File: src/rtl/pout_pkg.sv
package pout_pkg;

  typedef enum logic [2:0] {
    A_CTRL   = 3'd0,
    A_PERIOD = 3'd1,
    A_CMPB   = 3'd2,
    A_NEXT   = 3'd3,
    A_MASK   = 3'd4,
    A_STAT   = 3'd5,
    A_OUT    = 3'd6,
    A_CNT    = 3'd7
  } reg_addr_e;

  typedef enum logic [1:0] {
    TRG_NONE = 2'b00,
    TRG_A    = 2'b01,
    TRG_B    = 2'b10,
    TRG_ANY  = 2'b11
  } trig_e;

  // control word: {trig[3:2], ie[1], run[0]}
  typedef struct packed {
    trig_e trig;
    logic  ie;
    logic  run;
  } ctrl_t;

  localparam int CTRL_W = $bits(ctrl_t);

endpackage

File: src/rtl/pout_regs.sv
module pout_regs
  import pout_pkg::*;
#(
  parameter int CNT_W = 16,
  parameter int GRP_W = 8
) (
  input  logic             clk,
  input  logic             rst,
  input  logic             wr_en,
  input  logic [2:0]       wr_addr,
  input  logic [CNT_W-1:0] wdata,
  output ctrl_t            ctrl_q,
  output logic [CNT_W-1:0] period_q,
  output logic [CNT_W-1:0] cmpb_q,
  output logic [GRP_W-1:0] next_q,
  output logic [GRP_W-1:0] mask_q,
  output logic [1:0]       clr
);

  always_ff @(posedge clk) begin
    if (rst) begin
      ctrl_q   <= '0;
      period_q <= '0;
      cmpb_q   <= '0;
      next_q   <= '0;
      mask_q   <= '0;
    end else if (wr_en) begin
      case (reg_addr_e'(wr_addr))
        A_CTRL:   ctrl_q   <= ctrl_t'(wdata[CTRL_W-1:0]);
        A_PERIOD: period_q <= wdata;
        A_CMPB:   cmpb_q   <= wdata;
        A_NEXT:   next_q   <= wdata[GRP_W-1:0];
        A_MASK:   mask_q   <= wdata[GRP_W-1:0];
        default:  ;
      endcase
    end
  end

  // write-one-to-clear strobes for the status bits
  assign clr = (wr_en && reg_addr_e'(wr_addr) == A_STAT) ? wdata[1:0] : 2'b00;

endmodule

File: src/rtl/pout_timer.sv
module pout_timer #(
  parameter int CNT_W = 16
) (
  input  logic             clk,
  input  logic             rst,
  input  logic             run,
  input  logic [CNT_W-1:0] period,
  input  logic [CNT_W-1:0] cmpb,
  output logic [CNT_W-1:0] cnt,
  output logic             hit_a,
  output logic             hit_b
);

  assign hit_a = run && (cnt == period);
  assign hit_b = run && (cnt == cmpb);

  always_ff @(posedge clk) begin
    if (rst)
      cnt <= '0;
    else if (run)
      cnt <= hit_a ? '0 : cnt + 1'b1;
  end

endmodule

File: src/rtl/pout_xfer.sv
module pout_xfer #(
  parameter int GRP_W = 8
) (
  input  logic             clk,
  input  logic             rst,
  input  logic             fire,
  input  logic [GRP_W-1:0] next_q,
  input  logic [GRP_W-1:0] mask_q,
  input  logic [1:0]       clr,
  output logic [GRP_W-1:0] out_q,
  output logic             flag,
  output logic             ovr
);

  // one flop per output line; a line loads only when fired and enabled
  for (genvar b = 0; b < GRP_W; b++) begin : g_line
    always_ff @(posedge clk) begin
      if (rst)
        out_q[b] <= 1'b0;
      else if (fire && mask_q[b])
        out_q[b] <= next_q[b];
    end
  end

  always_ff @(posedge clk) begin
    if (rst) begin
      flag <= 1'b0;
      ovr  <= 1'b0;
    end else begin
      if (fire)
        flag <= 1'b1;
      else if (clr[0])
        flag <= 1'b0;

      if (fire && flag && !clr[0])
        ovr <= 1'b1;
      else if (clr[1])
        ovr <= 1'b0;
    end
  end

endmodule

File: src/rtl/pout_unit.sv
module pout_unit
  import pout_pkg::*;
#(
  parameter int CNT_W = 16,
  parameter int GRP_W = 8
) (
  input  logic             clk,
  input  logic             rst,
  input  logic             wr_en,
  input  logic [2:0]       wr_addr,
  input  logic [CNT_W-1:0] wdata,
  input  logic [2:0]       rd_addr,
  output logic [CNT_W-1:0] rdata,
  output logic [GRP_W-1:0] pulse_out,
  output logic             irq
);

  ctrl_t            ctrl_q;
  logic [CNT_W-1:0] period;
  logic [CNT_W-1:0] cmpb;
  logic [GRP_W-1:0] next_q;
  logic [GRP_W-1:0] mask_q;
  logic [1:0]       clr;
  logic [CNT_W-1:0] cnt;
  logic             hit_a;
  logic             hit_b;
  logic             run;
  logic             fire;
  logic             flag;
  logic             ovr;

  pout_regs #(.CNT_W(CNT_W), .GRP_W(GRP_W)) regs_i (
    .clk(clk), .rst(rst), .wr_en(wr_en), .wr_addr(wr_addr), .wdata(wdata),
    .ctrl_q(ctrl_q), .period_q(period), .cmpb_q(cmpb),
    .next_q(next_q), .mask_q(mask_q), .clr(clr)
  );

  assign run = ctrl_q.run;

  pout_timer #(.CNT_W(CNT_W)) timer_i (
    .clk(clk), .rst(rst), .run(run), .period(period), .cmpb(cmpb),
    .cnt(cnt), .hit_a(hit_a), .hit_b(hit_b)
  );

  always_comb begin
    case (ctrl_q.trig)
      TRG_A:   fire = hit_a;
      TRG_B:   fire = hit_b;
      TRG_ANY: fire = hit_a || hit_b;
      default: fire = 1'b0;
    endcase
  end

  pout_xfer #(.GRP_W(GRP_W)) xfer_i (
    .clk(clk), .rst(rst), .fire(fire), .next_q(next_q), .mask_q(mask_q),
    .clr(clr), .out_q(pulse_out), .flag(flag), .ovr(ovr)
  );

  assign irq = flag && ctrl_q.ie;

  always_ff @(posedge clk) begin
    if (rst)
      rdata <= '0;
    else begin
      case (reg_addr_e'(rd_addr))
        A_CTRL:   rdata <= CNT_W'(ctrl_q);
        A_PERIOD: rdata <= period;
        A_CMPB:   rdata <= cmpb;
        A_NEXT:   rdata <= CNT_W'(next_q);
        A_MASK:   rdata <= CNT_W'(mask_q);
        A_STAT:   rdata <= CNT_W'({ovr, flag});
        A_OUT:    rdata <= CNT_W'(pulse_out);
        default:  rdata <= cnt;
      endcase
    end
  end

endmodule

File: config.mk
export PLATFORM = sky130hd
export DESIGN_NAME = pout_unit
export DESIGN_NICKNAME = d
export VERILOG_FILES = /design/src/rtl/pout_pkg.sv /design/src/rtl/pout_regs.sv /design/src/rtl/pout_timer.sv /design/src/rtl/pout_xfer.sv /design/src/rtl/pout_unit.sv
export SDC_FILE = /design/constraint.sdc
export NUM_CORES = 1
export LEC_CHECK = 0
export ABC_AREA = 1
export BUFFER_PORTS_ARGS = -buffer_cell sky130_fd_sc_hd__buf_2
export CAP_MARGIN = 25
export CORE_ASPECT_RATIO = 1.4
export CORE_MARGIN = 1.5
export CORE_UTILIZATION = 42
export CTS_BUF_LIST = sky130_fd_sc_hd__clkbuf_8
export DETAILED_ROUTE_END_ITERATION = 6
export PLACE_DENSITY = 0.69
export SYNTH_ARGS = -nofsm -noshare
export SYNTH_HDL_FRONTEND = slang
export SYNTH_SLANG_ARGS = --single-unit
export TNS_END_PERCENT = 50
File: constraint.sdc
create_clock -name clk -period 2.14 [get_ports clk]
set_clock_uncertainty 0.2 [all_clocks]
set_input_delay 0.107 -clock clk [delete_from_list [all_inputs] [get_ports clk]]
set_output_delay 0.107 -clock clk [all_outputs]
set_load 0.02 [all_outputs]
==> results.txt <==
Synthesis-stage register bit count: 94
Largest cells by area after synthesis: dfxtp_1 42%, nand2_1 10%, o21ai_0 7.6%
Area grow syn2layout: 18.5%
Worst setup SP type: register
Fraction of registers with async set/reset: 0
Die H: 125 microns
Setup crit end: timer_i.cnt[14]$_SDFFE_PP0P_
Final setup fails: 0
Post-DP HPWL: 8820 microns
Initial antenna violation count: 0
Pleak: 2.24 nW
Clk network pwr share: 0.360
Initial drt markers: 236
Fin. Hold Viols: 0
Req. time, crit path: 2.23 ns
Residual DRC: 1
Status: complete, but fails checks
Longest Clk Path Bufs: 2
Die Wd: 90.1 microns
Crit path max fanout: 6
Commonest non-fill, non-tap cells in the layout: 123 x nand2_1, 93 x dfxtp_1, 78 x inv_1
Crit Reg-Reg Endpoint: timer_i.cnt[14]$_SDFFE_PP0P_
Fmax: 506 MHz
Synth warn: 0
Max-slew violations: 0
Slew @ Worst Pin: 0.392 ns
RR Startpoint: timer_i.cnt[1]$_SDFFE_PP0P_
Syn_area_per_cell: 6.99 sq um
Top_reg_cell synth: dfxtp_1
CP endpoint kind: register
Largest net degree at the start of global routing: 71
First-pass GRT wire length: 20000 microns
Die Footprint: 11300 sq um
Vias/cell: 5.17
Worst vdd ir: 0.330 mV
Routed len/inst: 14.2 microns
CP startpoint: timer_i.cnt[1]$_SDFFE_PP0P_
Sequential power share: 0.540
Post-Synthesis Cells: 639
TritonRoute pass-1 iters: 7
Max cap viols: 0
Register area share after synthesis: 0.421
Area fraction of the dominant cell type after synthesis: 0.421
Total Routed Length: 12100 microns
Layout Nets: 737
Total gr overflow: 0
CTS Buf Count: 9
Io pins: 50
H-tree Lvls: 3
Clk_lat worst skew: 0.38 ns
Number of synthesized flops with an enable pin: 0
Vias after detailed routing: 4411
Clock Sinks: 94
Fin crit share: 0.924
Period minus WS final: 1.98 ns
Commonest non-fill, non-tap cell in the layout: nand2_1
P_sw: 0.900 mW
Gp weighted congestion: 0.879
Layout cells sized above 1: 0.134
Pint: 2.46 mW
Switching share of power: 0.268
Total global routing track utilization: 0.221
Final setup TNS: 0 ns
Hold Path Class: primary input to register
Crit path DAT: 2.06 ns
Unrepaired setup endpoints after global routing: no
Slew margin rel.: 0.738
Worst-path clk slew: 0.10 ns
Initial Util: 0.431
WHS: 0.0498 ns
Synth Net Count: 665
Rows: 44
Failing checks: design-rule violations
Antenna Nets Post-Route: 0
Power density over the cells: 634 nW/um^2
Vias in the first global route: 4235
Port Buffer Count: 49
TritonCTS clock tree: yes
Power share of the combinational group: 0.100
Root Buffer Master: clkbuf_8
R2R cell count: 10
Core area: 10300 sq um
Crit Path Category: register to register
Distinct cells, synth: 37
FILL cells: 1069
Mapped cell area: 4470 sq um
Yosys top cell by area: dfxtp_1
Antenna cell count: 0
R2r setup slk: 0.16 ns
==> per-layer routing <==
metal | GRT usage | vias to the layer above | wire, microns
met5 | 0 | - | 0
li1 | - | 2240 | -
met1 | 0.251 | 2006 | 4940
met4 | 0.120 | 0 | 407
met3 | 0.0328 | 35 | 489
met2 | 0.394 | 130 | 6310
==> state kept, by name, summed over array words and instances (netlist names), 4 cells and up <==
signal	cells
rdata	16
regs_i.cmpb_q	16
regs_i.ctrl_q	4
regs_i.mask_q	8
regs_i.next_q	8
regs_i.period_q	16
timer_i.cnt	16
xfer_i.out_q	8
==> power by group through the flow <==
stage	combinational (mW)	clock, mW	sequential, mW
CTS	0.335	1.23	1.81
global route	0.376	1.30	1.82
global placement	0.296	0	1.85
detailed placement	0.301	0	1.85
finish	0.336	1.21	1.81
floorplan	0.188	0	1.85
==> cell usage after synthesis (all sizes together) (2+ instances only) <==
library cell	instances
dfxtp	94
nand2	127
inv	83
nor2	81
xor2	10
o22ai	13
a211oi	6
a31oi	5
nor3	14
o21ai	69
nand3	27
nand4	9
o221ai	2
buf	8
a221oi	2
xnor2	4
a21oi	64
nand3b	2
clkbuf	14
==> critical path, stage by stage, from the launching register on <==
cell and delay [ns]:
dfxtp_1 0.43, ha_1 0.21, nand2_1 0.09, nor2_4 0.16, nand3_2 0.08, nor2_2 0.15
nand3_1 0.14, nor2_1 0.16, nand2_1 0.08, xor2_1 0.14, nor2_1 0.05
==> per-stage QoR <==
stage / utilization / power, mW / worst slack, ns / instances / instance area (sq um)
after global routing: 0.511 / 3.49 / 0.0155 / 854 / 5290
after floorplan: - / 2.04 / 0.378 / 639 / 4470
after detailed placement: 0.469 / 2.15 / 0.168 / 814 / 4850
final: 0.511 / 3.36 / 0.163 / 854 / 5290
after global placement: 0.469 / 2.15 / 0.223 / 814 / 4850
after CTS: 0.511 / 3.37 / 0.141 / 854 / 5290
==> worst min path at each step <==
stage | startpoint | endpoint | slack (ns) | depth (start not counted)
2_1_floorplan | rst | timer_i.cnt[1]$_SDFFE_PP0P_ | 0.01 | 1
3_3_place_gp | wdata[8] | regs_i.cmpb_q[8]$_SDFFE_PP0P_ | 0.18 | 3
3_5_place_dp | wdata[8] | regs_i.cmpb_q[8]$_SDFFE_PP0P_ | 0.19 | 3
4_1_cts | rd_addr[2] | rdata[1]$_SDFF_PP0_ | 0.06 | 4
5_1_grt | rd_addr[2] | rdata[1]$_SDFF_PP0_ | 0.09 | 4
6_report | rd_addr[2] | rdata[1]$_SDFF_PP0_ | 0.05 | 5
==> logic make-up (layout without fill, tap and decap cells) <==
| family | count (synthesis) | count (layout) | share of synthesized area |
|---|---|---|---|
| xor gates and xnor gates | 14 | 14 | 0.0275 |
| AOI/OAI and AO/OA | 163 | 163 | 0.197 |
| adders and majority gates | 1 | 1 | 0.00280 |
| and+or+nand+nor | 261 | 261 | 0.255 |
| buffers and inverters | 106 | 183 | 0.0967 |
| DFF | 94 | 94 | 0.421 |
==> what timing repair did <==
item / CTS / global route
hold buffers: 24 / 0
setup buffers: 0 / 0
resized for setup: 0 / 1
setup endpoints to repair: 0 / 2
endpoints found under the hold margin: 63 / 0
==> area by class of cell <==
class | instances | area, sq um | area share
repair buffers | 83 | 573 | 0.108
well taps | 138 | 173 | 0.0326
flip-flops and latches | 94 | 1880 | 0.356
inverters | 84 | 315 | 0.0596
clock inverters | 7 | 73.8 | 0.0139
multi-input cells | 439 | 2150 | 0.407
clock buffers | 9 | 124 | 0.0234
Power figures use the tool's default switching activity.
